<file path="config.mk">
export PLATFORM = sky130hd
export DESIGN_NAME = ocp_setpoint_sampler
export DESIGN_NICKNAME = d
export VERILOG_FILES = /design/src/rtl/ocpsh_pkg.sv /design/src/rtl/ocpsh_step_counter.sv /design/src/rtl/ocpsh_seq.sv /design/src/rtl/ocpsh_hold.sv /design/src/rtl/ocp_setpoint_sampler.sv
export SDC_FILE = /design/constraint.sdc
export NUM_CORES = 1
export LEC_CHECK = 0
export BUFFER_PORTS_ARGS = -buffer_cell sky130_fd_sc_hd__buf_4
export CORE_MARGIN = 2
export CORE_UTILIZATION = 45
export CTS_BUF_LIST = sky130_fd_sc_hd__clkbuf_2
export DETAILED_ROUTE_END_ITERATION = 10
export MAX_ROUTING_LAYER = met4
export PLACE_DENSITY = 0.85
export SKIP_LAST_GASP = 1
export SLEW_MARGIN = 5
export SYNTH_ARGS = -nofsm -noshare
export SYNTH_HDL_FRONTEND = slang
export SYNTH_SLANG_ARGS = --single-unit
</file>
<file path="constraint.sdc">
create_clock -name clk -period 1.33 [get_ports clk]
set_clock_uncertainty 0.05 [all_clocks]
set_input_delay 0.133 -clock clk [delete_from_list [all_inputs] [get_ports clk]]
set_output_delay 0.133 -clock clk [all_outputs]
set_load 0.005 [all_outputs]
</file>
<file path="src/rtl/ocpsh_pkg.sv">
package ocpsh_pkg;

    typedef enum logic [1:0] {
        SMP_IDLE = 2'd0,
        SMP_CONV = 2'd1,
        SMP_HOLD = 2'd2
    } smp_state_e;

    typedef struct packed {
        logic restart;
        logic step;
        logic capture;
    } smp_ctl_t;

    function automatic logic [7:0] max_code(input int unsigned w);
        return 8'((1 << w) - 1);
    endfunction

endpackage

</file>
<file path="src/rtl/ocpsh_step_counter.sv">
module ocpsh_step_counter #(
    parameter int CODE_W = 6
) (
    input  logic              clk,
    input  logic              rst,
    input  logic              clear,
    input  logic              step,
    output logic [CODE_W-1:0] code,
    output logic              at_max
);
    localparam logic [CODE_W-1:0] TOP = {CODE_W{1'b1}};

    assign at_max = (code == TOP);

    always_ff @(posedge clk) begin
        if (rst || clear) begin
            code <= '0;
        end else if (step && !at_max) begin
            code <= code + 1'b1;
        end
    end
endmodule

</file>
<file path="src/rtl/ocpsh_seq.sv">
module ocpsh_seq
    import ocpsh_pkg::*;
(
    input  logic     clk,
    input  logic     rst,
    input  logic     por_good,
    input  logic     start,
    input  logic     cmp_reached,
    input  logic     conv_tick,
    input  logic     at_max,
    output smp_ctl_t ctl
);
    smp_state_e state_q, state_d;
    logic       converting;

    assign converting = (state_q == SMP_CONV) && por_good;

    always_comb begin
        ctl.restart = por_good && start;
        ctl.capture = converting && !ctl.restart &&
                      (cmp_reached || (conv_tick && at_max));
        ctl.step    = converting && !ctl.restart && !cmp_reached && conv_tick;
    end

    always_comb begin
        state_d = state_q;
        if (!por_good) begin
            state_d = SMP_IDLE;
        end else if (ctl.restart) begin
            state_d = SMP_CONV;
        end else if (ctl.capture) begin
            state_d = SMP_HOLD;
        end
    end

    always_ff @(posedge clk) begin
        if (rst) begin
            state_q <= SMP_IDLE;
        end else begin
            state_q <= state_d;
        end
    end
endmodule

</file>
<file path="src/rtl/ocpsh_hold.sv">
module ocpsh_hold #(
    parameter int CODE_W   = 6,
    parameter int DIS_CODE = 40
) (
    input  logic              clk,
    input  logic              rst,
    input  logic              por_good,
    input  logic              restart,
    input  logic              capture,
    input  logic [CODE_W-1:0] code_in,
    output logic [CODE_W-1:0] held,
    output logic              valid,
    output logic              done,
    output logic              disabled
);
    localparam logic [CODE_W-1:0] CEIL = CODE_W'(DIS_CODE);

    always_ff @(posedge clk) begin
        if (rst || !por_good || restart) begin
            held     <= '0;
            valid    <= 1'b0;
            done     <= 1'b0;
            disabled <= 1'b0;
        end else if (capture) begin
            held     <= code_in;
            valid    <= 1'b1;
            done     <= 1'b1;
            disabled <= (code_in >= CEIL);
        end else begin
            done     <= 1'b0;
        end
    end
endmodule

</file>
<file path="src/rtl/ocp_setpoint_sampler.sv">
module ocp_setpoint_sampler
    import ocpsh_pkg::*;
#(
    parameter int CODE_W   = 6,
    parameter int DIS_CODE = 40
) (
    input  logic              clk,
    input  logic              rst,
    input  logic              por_good,
    input  logic              start,
    input  logic              conv_tick,
    input  logic              cmp_reached,
    output logic [CODE_W-1:0] dac_code,
    output logic [CODE_W-1:0] held_code,
    output logic [CODE_W:0]   trip_level,
    output logic              sample_done,
    output logic              sample_valid,
    output logic              ocp_disabled
);
    localparam int TRIP_W = CODE_W + 1;

    smp_ctl_t ctl;
    logic     at_max;

    ocpsh_seq u_seq (
        .clk        (clk),
        .rst        (rst),
        .por_good   (por_good),
        .start      (start),
        .cmp_reached(cmp_reached),
        .conv_tick  (conv_tick),
        .at_max     (at_max),
        .ctl        (ctl)
    );

    ocpsh_step_counter #(.CODE_W(CODE_W)) u_cnt (
        .clk   (clk),
        .rst   (rst),
        .clear (ctl.restart || !por_good),
        .step  (ctl.step),
        .code  (dac_code),
        .at_max(at_max)
    );

    ocpsh_hold #(.CODE_W(CODE_W), .DIS_CODE(DIS_CODE)) u_hold (
        .clk     (clk),
        .rst     (rst),
        .por_good(por_good),
        .restart (ctl.restart),
        .capture (ctl.capture),
        .code_in (dac_code),
        .held    (held_code),
        .valid   (sample_valid),
        .done    (sample_done),
        .disabled(ocp_disabled)
    );

    assign trip_level = TRIP_W'({held_code, 1'b0});
endmodule

</file>
== After elaboration in Yosys (flattened, before gate mapping) ==
Index checks and enable logic that the tools add are counted.

* Order comparisons: 1
* Multiplexer cells: 3
* Equality and inequality tests: 2
* $add $sub $neg: 1
* Reduce and logical (&&, ||, !) cells: 20
* Bitwise logic cells: 1

{| class="wikitable"
|+ Operator list
! cell !! number
|-
| $logic_and 1x1->1 || 8
|-
| $add 6x1->6 const B || 1
|-
| $eq 6x6->1 const B || 1
|-
| $ge 6x6->1 const B || 1
|-
| $logic_or 1x1->1 || 5
|-
| $logic_not 1->1 || 4
|-
| $mux 1 || 3
|-
| $reduce_or 3->1 || 1
|-
| $eq 2x1->1 const B || 1
|-
| $reduce_bool 2->1 || 1
|-
| $reduce_or 2->1 || 1
|-
| $not 1->1 || 1
|}

* Input port bits: 6
* Logic and storage cells: 35
* Register bits after elaboration: 17
* Output and inout port bits: 22

== Depth between registers and ports, before layout ==
Gate-level depths: netlist (run 1).

* Depth in word-level cells: 6
* Mapped depth: 5
* Mapped depth without buffers: 5

== Cells and area by module ==
Synthesis (run 1) repeated with hierarchy kept, for this count alone.

* Cells, all modules: 85
* Area, all modules: 818.3 µm²

{| class="wikitable"
|+ By module, submodules not included
! module !! area an instance (µm²) !! cells an instance !! instances
|-
| ocpsh_hold || 325.3 || 31 || 1
|-
| ocpsh_step_counter || 299.0 || 32 || 1
|-
| ocpsh_seq || 131.4 || 13 || 1
|-
| ocp_setpoint_sampler || 62.6 || 9 || 1
|}

== Least setup slack after synthesis (run 1) ==
OpenSTA, ideal clock, no wires.

* Path kind: flip-flop to flip-flop
* From: register u_cnt.code[1]
* To: register u_cnt.code[1]
* Period minus slack after synthesis: 1.429 ns
* Slack: -0.099 ns
* Required time: 1.152 ns
* Arrival: 1.252 ns
* Setup time: 0.128 ns
* Buffers on the path: 0
* Stages on the path, launching flop included: 6
* Path through: dfxtp_1 -> ha_1 -> nand3_1 -> o211ai_1 -> mux2i_1 -> nor2_1

* Cells in the longest elaborated chain, start to end: 3
* Elaborated cells between the ends (all ways): 4
* Classes of those cells: add/sub (1); eq/ne (1); reduce/logical (2)

{| class="wikitable"
|+ RTL lines
! element !! RTL line !! RTL
|-
| start: declaration || ocpsh_step_counter.sv:8 || <nowiki>output logic [CODE_W-1:0] code,</nowiki>
|-
| start signal: assignment || ocpsh_step_counter.sv:19 || <nowiki>code <= code + 1'b1;</nowiki>
|-
| branches (longest 3 deep; another with $add 6x1->6) || -- ||
|}

Parallel ways; which one is timed is not known.
A chain may end at the register's enable or synchronous reset.

== Final worst setup path (run 1) ==
* From: register u_cnt.code[0]
* To: register u_hold.disabled

* Cells in the longest elaborated chain, start to end: 4
* Elaborated cells between the ends (all ways): 5
* Classes of those cells: order compare (1); eq/ne (1); reduce/logical (3)

{| class="wikitable"
|+ RTL lines
! element !! RTL line !! RTL
|-
| branches (longest 4 deep; another with $ge 6x6->1) || -- ||
|-
| end signal: assignment || ocpsh_hold.sv:28 || <nowiki>disabled <= (code_in >= CEIL);</nowiki>
|-
| end: declaration || ocpsh_hold.sv:14 || <nowiki>output logic disabled</nowiki>
|}

Parallel ways; which one is timed is not known.

==> impl_metrics.py, run 1 <==
metrics = {
    "critical_path": {
        "cp_cell_sequence": "ha_4 > and3_4 > a41o_4 > o2111ai_2 > a21oi_1",
        "required_ns": 1.53,
        "rr_worst_depth": 5,
        "cp-endpoint": "u_hold.disabled$_SDFFE_PP0P_",
        "crit_type": "register to register",
        "max_stage_delay_ns": 0.39,
        "crit_start": "u_cnt.code[0]$_SDFFE_PP0P_",
        "cp_data_arrival_time_ns": 1.66,
        "rrSetupSlack_ns": -0.13,
        "path_depth": 5,
        "path_buf_inv": 0,
        "r2r-end": "u_hold.disabled$_SDFFE_PP0P_",
        "end_kind": "register",
        "slowest_stage": "dfxtp_2",
        "regToRegStartpoint": "u_cnt.code[0]$_SDFFE_PP0P_",
        "cp_max_fo": 8,
        "startpoint_type": "register",
        "critPathTopFamily": "compound AO/OA/AOI/OAI gates",
    },
    "yosys": {
        "postSynth.asyncResetShare_pct": 0,
        "synth_area_leaders": "dfxtp_1 41%, buf_4 6.8%, a21oi_1 6.5%, o21ai_0 5.8%, nand3_1 4.5%",
        "avgSynthCellArea_um2": 8.82,
        "yosys-top-cells-count": "16 x dfxtp_1, 10 x a21oi_1, 9 x o21ai_0",
        "yosys.area.top_type": "dfxtp_1",
        "yosysWarnings": 0,
        "synth_top_area_share_pct": 41.3,
        "synth-main-ff-cell": "dfxtp_1",
        "synthesis.instances": 88,
        "ys_seq_elements": 16,
        "yosysMostFrequentCell": "dfxtp_1",
        "synth_edf_count": 0,
        "synth_area_um2": 776,
        "ys_seq_area_share_pct": 41.3,
        "synth_nets": 96,
        "synth_cell_type_count": 30,
    },
    "power": {
        "p_per_area_nw_per_um2": 643,
        "power.leakage_nw": 0.479,
        "power_mw": 0.784,
        "vdd_drop_max_v": 0.000504,
    },
    "route": {
        "wl_per_cell_um": 15.6,
        "dr_total_vias": 846,
        "wl_um": 2270,
        "drtPass1Iterations": 4,
        "postRouteAntennaNets": 0,
        "drc": 0,
        "drt_iter0_drc": 23,
        "viasPerCell": 5.83,
    },
    "placed_design": {
        "place_area_um2": 1090,
        "gp_congestion": 0.779,
        "placed_cells": 135,
        "io_buffers": 26,
        "place_hpwl_um": 1510,
        "preCtsSetupSlack_ns": -0.100,
    },
    "sta": {
        "hold_ws_ns": 0.0154,
        "fmax_mhz": 687,
        "fin_tns_setup_ns": -0.872,
        "finalCriticalPeriod_ns": 1.46,
        "rsz0062_at_grt": "yes",
        "slew_viol_final": 0,
        "setup_viol": 15,
        "finalCritPeriodShare_pct": 110,
        "final.setup.worst_slack_ns": -0.126,
        "final-hold-violation-count": 0,
    },
    "clocking": {
        "cts_hold_buffers": 0,
        "clk_path_buf_depth": 2,
        "htreeDepth": 1,
        "clock_sinks": 16,
        "root_buffer": "clkbuf_2",
        "numCtsBuffers": 3,
        "cts_tree": "done",
        "clock_latency_ns": 0.31,
        "clkSlewWorstSetupHoldPaths_ns": 0.15,
    },
    "global_routing": {
        "gr-usage-all-layers_pct": 22.2,
        "grt_pass1_vias": 769,
        "grt_pass1_wl_um": 3190,
        "grt_max_degree": 12,
        "grt_overflow": 0,
        "antenna_found_initial": 0,
    },
    "floorplanning": {
        "num_rows": 15,
        "die_y_um": 45.5,
        "die-area_um2": 2070,
        "coreArea_um2": 1670,
        "io_pins": 28,
        "initial_core_util_pct": 46.4,
        "fp.dieW_um": 45.5,
    },
    "finish": {
        "fin_nets": 137,
        "syn2layout_area_growth_pct": 57.3,
        "fin_area_um2": 1220,
        "layout-drive-gt1-share_pct": 53.1,
        "fill_cells": 137,
        "final_cells": 145,
        "n_antenna_cell": 0,
        "postLayoutCoreUtil_pct": 73.0,
    },
    "min_path": {
        "hold_depth": 3,
        "min_path_type": "input pin to register",
    },
    "outcome": {
        "violations": "negative setup slack",
        "outcome": "finished, violations left",
    },
    "flow_run": {
        "cap_violations": 0,
    },
}
kinds of logic (layout without fill, tap and decap cells):
group | Yosys count | count (layout) | synth area share (%)
buffers and inverters | 13 | 52 | 10.0
adder cells (fa/ha/maj) | 2 | 2 | 3.23
XOR/XNOR | 3 | 3 | 3.39
AO/OA/AOI/OAI | 27 | 28 | 22.7
other | 1 | 1 | 0.483
AND/OR/NAND/NOR | 25 | 25 | 17.6
flip-flops | 16 | 16 | 41.3
multiplexers | 1 | 1 | 1.29
state kept, by name (all words and copies together), names as in the netlist:
register and count:
u_hold.done 1, u_seq.state_q 2, u_hold.held 6, u_cnt.code 6, u_hold.disabled 1
worst min-delay path by stage:
stage / to / start / slack [ns]
floorplan: u_seq.state_q[0]$_SDFFE_PP0P_ / por_good / 0.21
global placement: u_seq.state_q[0]$_SDFFE_PP0P_ / rst / 0.34
detailed placement: u_seq.state_q[0]$_SDFFE_PP0P_ / rst / 0.36
CTS: u_seq.state_q[0]$_SDFFE_PP0P_ / rst / 0.03
global route: u_seq.state_q[0]$_SDFFE_PP0P_ / rst / -0.02
finish: u_seq.state_q[0]$_SDFFE_PP0P_ / rst / 0.02
cell usage in the layout, fill, tap and decap left out:
cell,instances
a31oi_1,1
nand3_1,3
xor2_1,2
buf_12,1
a41o_4,1
and2b_1,1
nand2b_1,1
o21ai_0,1
dfxtp_2,4
conb_1,1
nand2_1,3
o2111ai_1,1
dfxtp_1,12
nand4b_1,1
buf_4,44
a41oi_4,2
a211oi_1,1
and4bb_2,1
a21oi_1,8
nand3_2,3
a21oi_2,2
o2111ai_2,2
and3_4,1
mux2i_1,1
nor3_1,2
clkinv_1,1
nand3b_1,1
o211ai_1,1
o21ai_2,2
or3_1,1
xnor2_1,1
and3_1,1
ha_4,1
ha_1,1
clkbuf_2,3
inv_1,3
nor2_1,5
nand3_4,1
o21ai_1,6
power breakdown:
| part | internal [mW] | switching [mW] | total (mW) |
|---|---|---|---|
| clock | 0.0653 | 0.165 | 0.231 |
| sequential | 0.481 | 0.00118 | 0.482 |
| combinational | 0.0319 | 0.0390 | 0.0709 |
| total | 0.578 | 0.206 | 0.784 |
cell type report:
| type | count | area, um2 | share of cell area (%) |
|---|---|---|---|
| timing repair buffer | 45 | 350 | 28.7 |
| inverter | 3 | 11.3 | 0.923 |
| clock buffer | 3 | 15.0 | 1.23 |
| multi-input combinational | 60 | 493 | 40.4 |
| clock inverter | 1 | 3.75 | 0.308 |
| sequential | 16 | 325 | 26.7 |
| tap | 17 | 21.3 | 1.74 |
tightest hold or removal path: cells and delay by family:
family / cells / cell delay, ns
AND/OR/NAND/NOR: 1 / 0.09
buffers and inverters: 1 / 0.08
AO/OA/AOI/OAI: 1 / 0.04
routing by layer:
| metal | global-route usage [%] | share of wire [%] |
|---|---|---|
| met1 | 23.1 | 39 |
| met5 | - | 0 |
| met3 | 4.76 | 3.8 |
| met4 | 11.8 | 1.8 |
| met2 | 38.6 | 55 |
timing repair:
item,CTS,global route
gates resized for setup,2,18
endpoints found under the setup margin,15,15
hold endpoints to repair,0,0
pin swaps,7,9
cloned,0,1
buffers inserted,3,2
Power figures use the tool's default switching activity.
==> inputs of run 2 (changes only) <==
--- a/config.mk
+++ b/config.mk
@@ -11,7 +11,8 @@
 export CTS_BUF_LIST = sky130_fd_sc_hd__clkbuf_2
 export DETAILED_ROUTE_END_ITERATION = 10
 export MAX_ROUTING_LAYER = met4
-export PLACE_DENSITY = 0.85
+export PLACE_DENSITY = 0.84
+export SETUP_SLACK_MARGIN = 0.15
 export SKIP_LAST_GASP = 1
 export SLEW_MARGIN = 5
 export SYNTH_ARGS = -nofsm -noshare
==> run 2 against run 1 <==
Against the previous run: the flow still finishes with violations (negative setup slack); non-clock buffer count grew 2; setup slack lost 0.0011 ns; clock-buffer cell count is the same.
==> impl_metrics.py, run 2 (synthesis results as in run 1) <==
metrics = {
    "outcome": {
        "outcome": "finished, violations left",
        "violations": "negative setup slack",
    },
    "sta": {
        "rsz0062_at_grt": "yes",
        "fin_tns_setup_ns": -0.893,
        "setup_viol": 14,
        "final-hold-violation-count": 0,
        "slew_viol_final": 0,
        "final.setup.worst_slack_ns": -0.128,
        "finalCriticalPeriod_ns": 1.46,
        "fmax_mhz": 686,
        "finalCritPeriodShare_pct": 110,
    },
    "route": {
        "dr_total_vias": 870,
        "viasPerCell": 5.88,
        "drtPass1Iterations": 4,
        "postRouteAntennaNets": 0,
        "wl_per_cell_um": 15.9,
        "drt_iter0_drc": 27,
        "wl_um": 2360,
        "drc": 0,
    },
    "clocking": {
        "clock_latency_ns": 0.30,
        "clock_sinks": 16,
        "clk_path_buf_depth": 2,
        "htreeDepth": 1,
        "numCtsBuffers": 3,
        "root_buffer": "clkbuf_2",
        "cts_tree": "done",
        "clkSlewWorstSetupHoldPaths_ns": 0.16,
    },
    "global_routing": {
        "grt_pass1_vias": 743,
        "grt_overflow": 0,
        "antenna_found_initial": 0,
        "gr-usage-all-layers_pct": 22.1,
        "grt_pass1_wl_um": 3170,
        "grt_max_degree": 16,
    },
    "critical_path": {
        "startpoint_type": "register",
        "rr_worst_depth": 6,
        "slowest_stage": "dfxtp_4",
        "regToRegStartpoint": "u_cnt.code[0]$_SDFFE_PP0P_",
        "cp_cell_sequence": "ha_4 > and3_4 > a41o_4 > buf_4 > nand3_1 > a21oi_1",
        "path_buf_inv": 1,
        "crit_type": "register to register",
        "cp_data_arrival_time_ns": 1.66,
        "path_depth": 6,
        "end_kind": "register",
        "max_stage_delay_ns": 0.40,
        "crit_start": "u_cnt.code[0]$_SDFFE_PP0P_",
        "cp_max_fo": 5,
        "required_ns": 1.53,
        "critPathTopFamily": "flip-flops",
    },
    "floorplanning": {
        "initial_core_util_pct": 46.4,
        "die-area_um2": 2070,
        "die_y_um": 45.5,
        "io_pins": 28,
        "coreArea_um2": 1670,
        "fp.dieW_um": 45.5,
        "num_rows": 15,
    },
    "power": {
        "p_comb_share_pct": 10.3,
        "power.leakage_nw": 0.489,
        "p_per_area_nw_per_um2": 643,
        "switching_share_pct": 26.2,
        "switching_power_mw": 0.208,
        "power_frac_clock_pct": 29.1,
        "p_int_mw": 0.584,
        "sequentialPowerShare_pct": 60.6,
        "power_mw": 0.792,
        "vdd_drop_max_v": 0.000524,
    },
    "placed_design": {
        "preCtsSetupSlack_ns": -0.104,
        "io_buffers": 26,
        "place_hpwl_um": 1380,
        "gp_congestion": 0.826,
    },
    "finish": {
        "layout-drive-gt1-share_pct": 51.1,
        "largestRegisters": "u_cnt.code (6), u_hold.held (6), u_seq.state_q (2)",
        "syn2layout_area_growth_pct": 58.9,
        "fin_nets": 140,
        "n_antenna_cell": 0,
        "layout_common_cells": "42 x buf_4, 11 x dfxtp_1, 8 x a21oi_1, 5 x nor2_1, 5 x o21ai_0",
        "mostFrequentLayoutCell": "buf_4",
    },
    "min_path": {
        "min_path_type": "input pin to register",
        "hold_depth": 3,
        "worstHoldStart": "por_good",
    },
    "flow_run": {
        "cap_violations": 0,
    },
}
[run 2: changes by cell type in the layout (fill, tap and decap cells not counted), sizes merged]
cell         delta
buf             +1
dlygate4sd3     +1
nand4b          +1
[run 2: power by group through the flow]
stage / Combinational, mW / Clock [mW] / Sequential (mW)
6_report: 0.0819 / 0.230 / 0.480
5_1_grt: 0.0869 / 0.246 / 0.480
4_1_cts: 0.0652 / 0.234 / 0.482
3_5_place_dp: 0.0562 / 0 / 0.492
3_3_place_gp: 0.0546 / 0 / 0.492
2_1_floorplan: 0.0289 / 0 / 0.492
[run 2: path summary, 6_finish.rpt]
| path | slack (ns) | to |
|---|---|---|
| max reg2reg | -0.13 | u_hold.held[0]$_SDFFE_PP0P_ |
| min | 0.04 | u_seq.state_q[0]$_SDFFE_PP0P_ |
| min reg2reg | 0.46 | u_hold.held[2]$_SDFFE_PP0P_ |
| max | -0.13 | u_hold.held[0]$_SDFFE_PP0P_ |
[run 2: worst min-delay path, stage by stage]
cell      delay [ns]
buf_4           0.13
nand2b_1        0.07
a21oi_1         0.04
[run 2: layer usage]
metal | routed length, um | part of all wire (%) | vias to the layer above | track usage (%)
met3 | 94 | 4.0 | 12 | 2.78
met1 | 996 | 42 | 414 | 24.1
li1 | - | - | 404 | -
met5 | 0 | 0 | - | -
met2 | 1150 | 49 | 40 | 36.1
met4 | 117 | 5.0 | 0 | 16.5
[run 2: cell type report]
| type | instances | area (um2) |
|---|---|---|
| Multi-Input combinational cell | 61 | 482 |
| Fill cell | 111 | 438 |
| Timing Repair Buffer | 47 | 370 |
| Sequential cell | 16 | 329 |
| Tap cell | 17 | 21.3 |
| Clock buffer | 3 | 15.0 |
| Inverter | 3 | 11.3 |
| Clock inverter | 1 | 3.75 |
[run 2: metrics by stage]
| step | std cells | utilization [%] | cell area (um2) | hold WS [ns] |
|---|---|---|---|---|
| after CTS | 142 | 68.3 | 1140 | 0.0140 |
| after detailed placement | 134 | 64.1 | 1070 | 0.353 |
| after global routing | 148 | 73.8 | 1230 | 0.0506 |
| final | 148 | 73.8 | 1230 | 0.0371 |
| after global placement | 134 | 64.1 | 1070 | 0.340 |
| after floorplan | 88 | - | 826 | 0.212 |
[run 2: what timing repair did]
item	4_1_cts	5_1_grt
hold buffers	1	0
pin swaps	7	5
hold endpoints to repair	1	0
buffers inserted	2	5
resized for setup	3	10
cloned	1	1
setup endpoints to repair	17	19
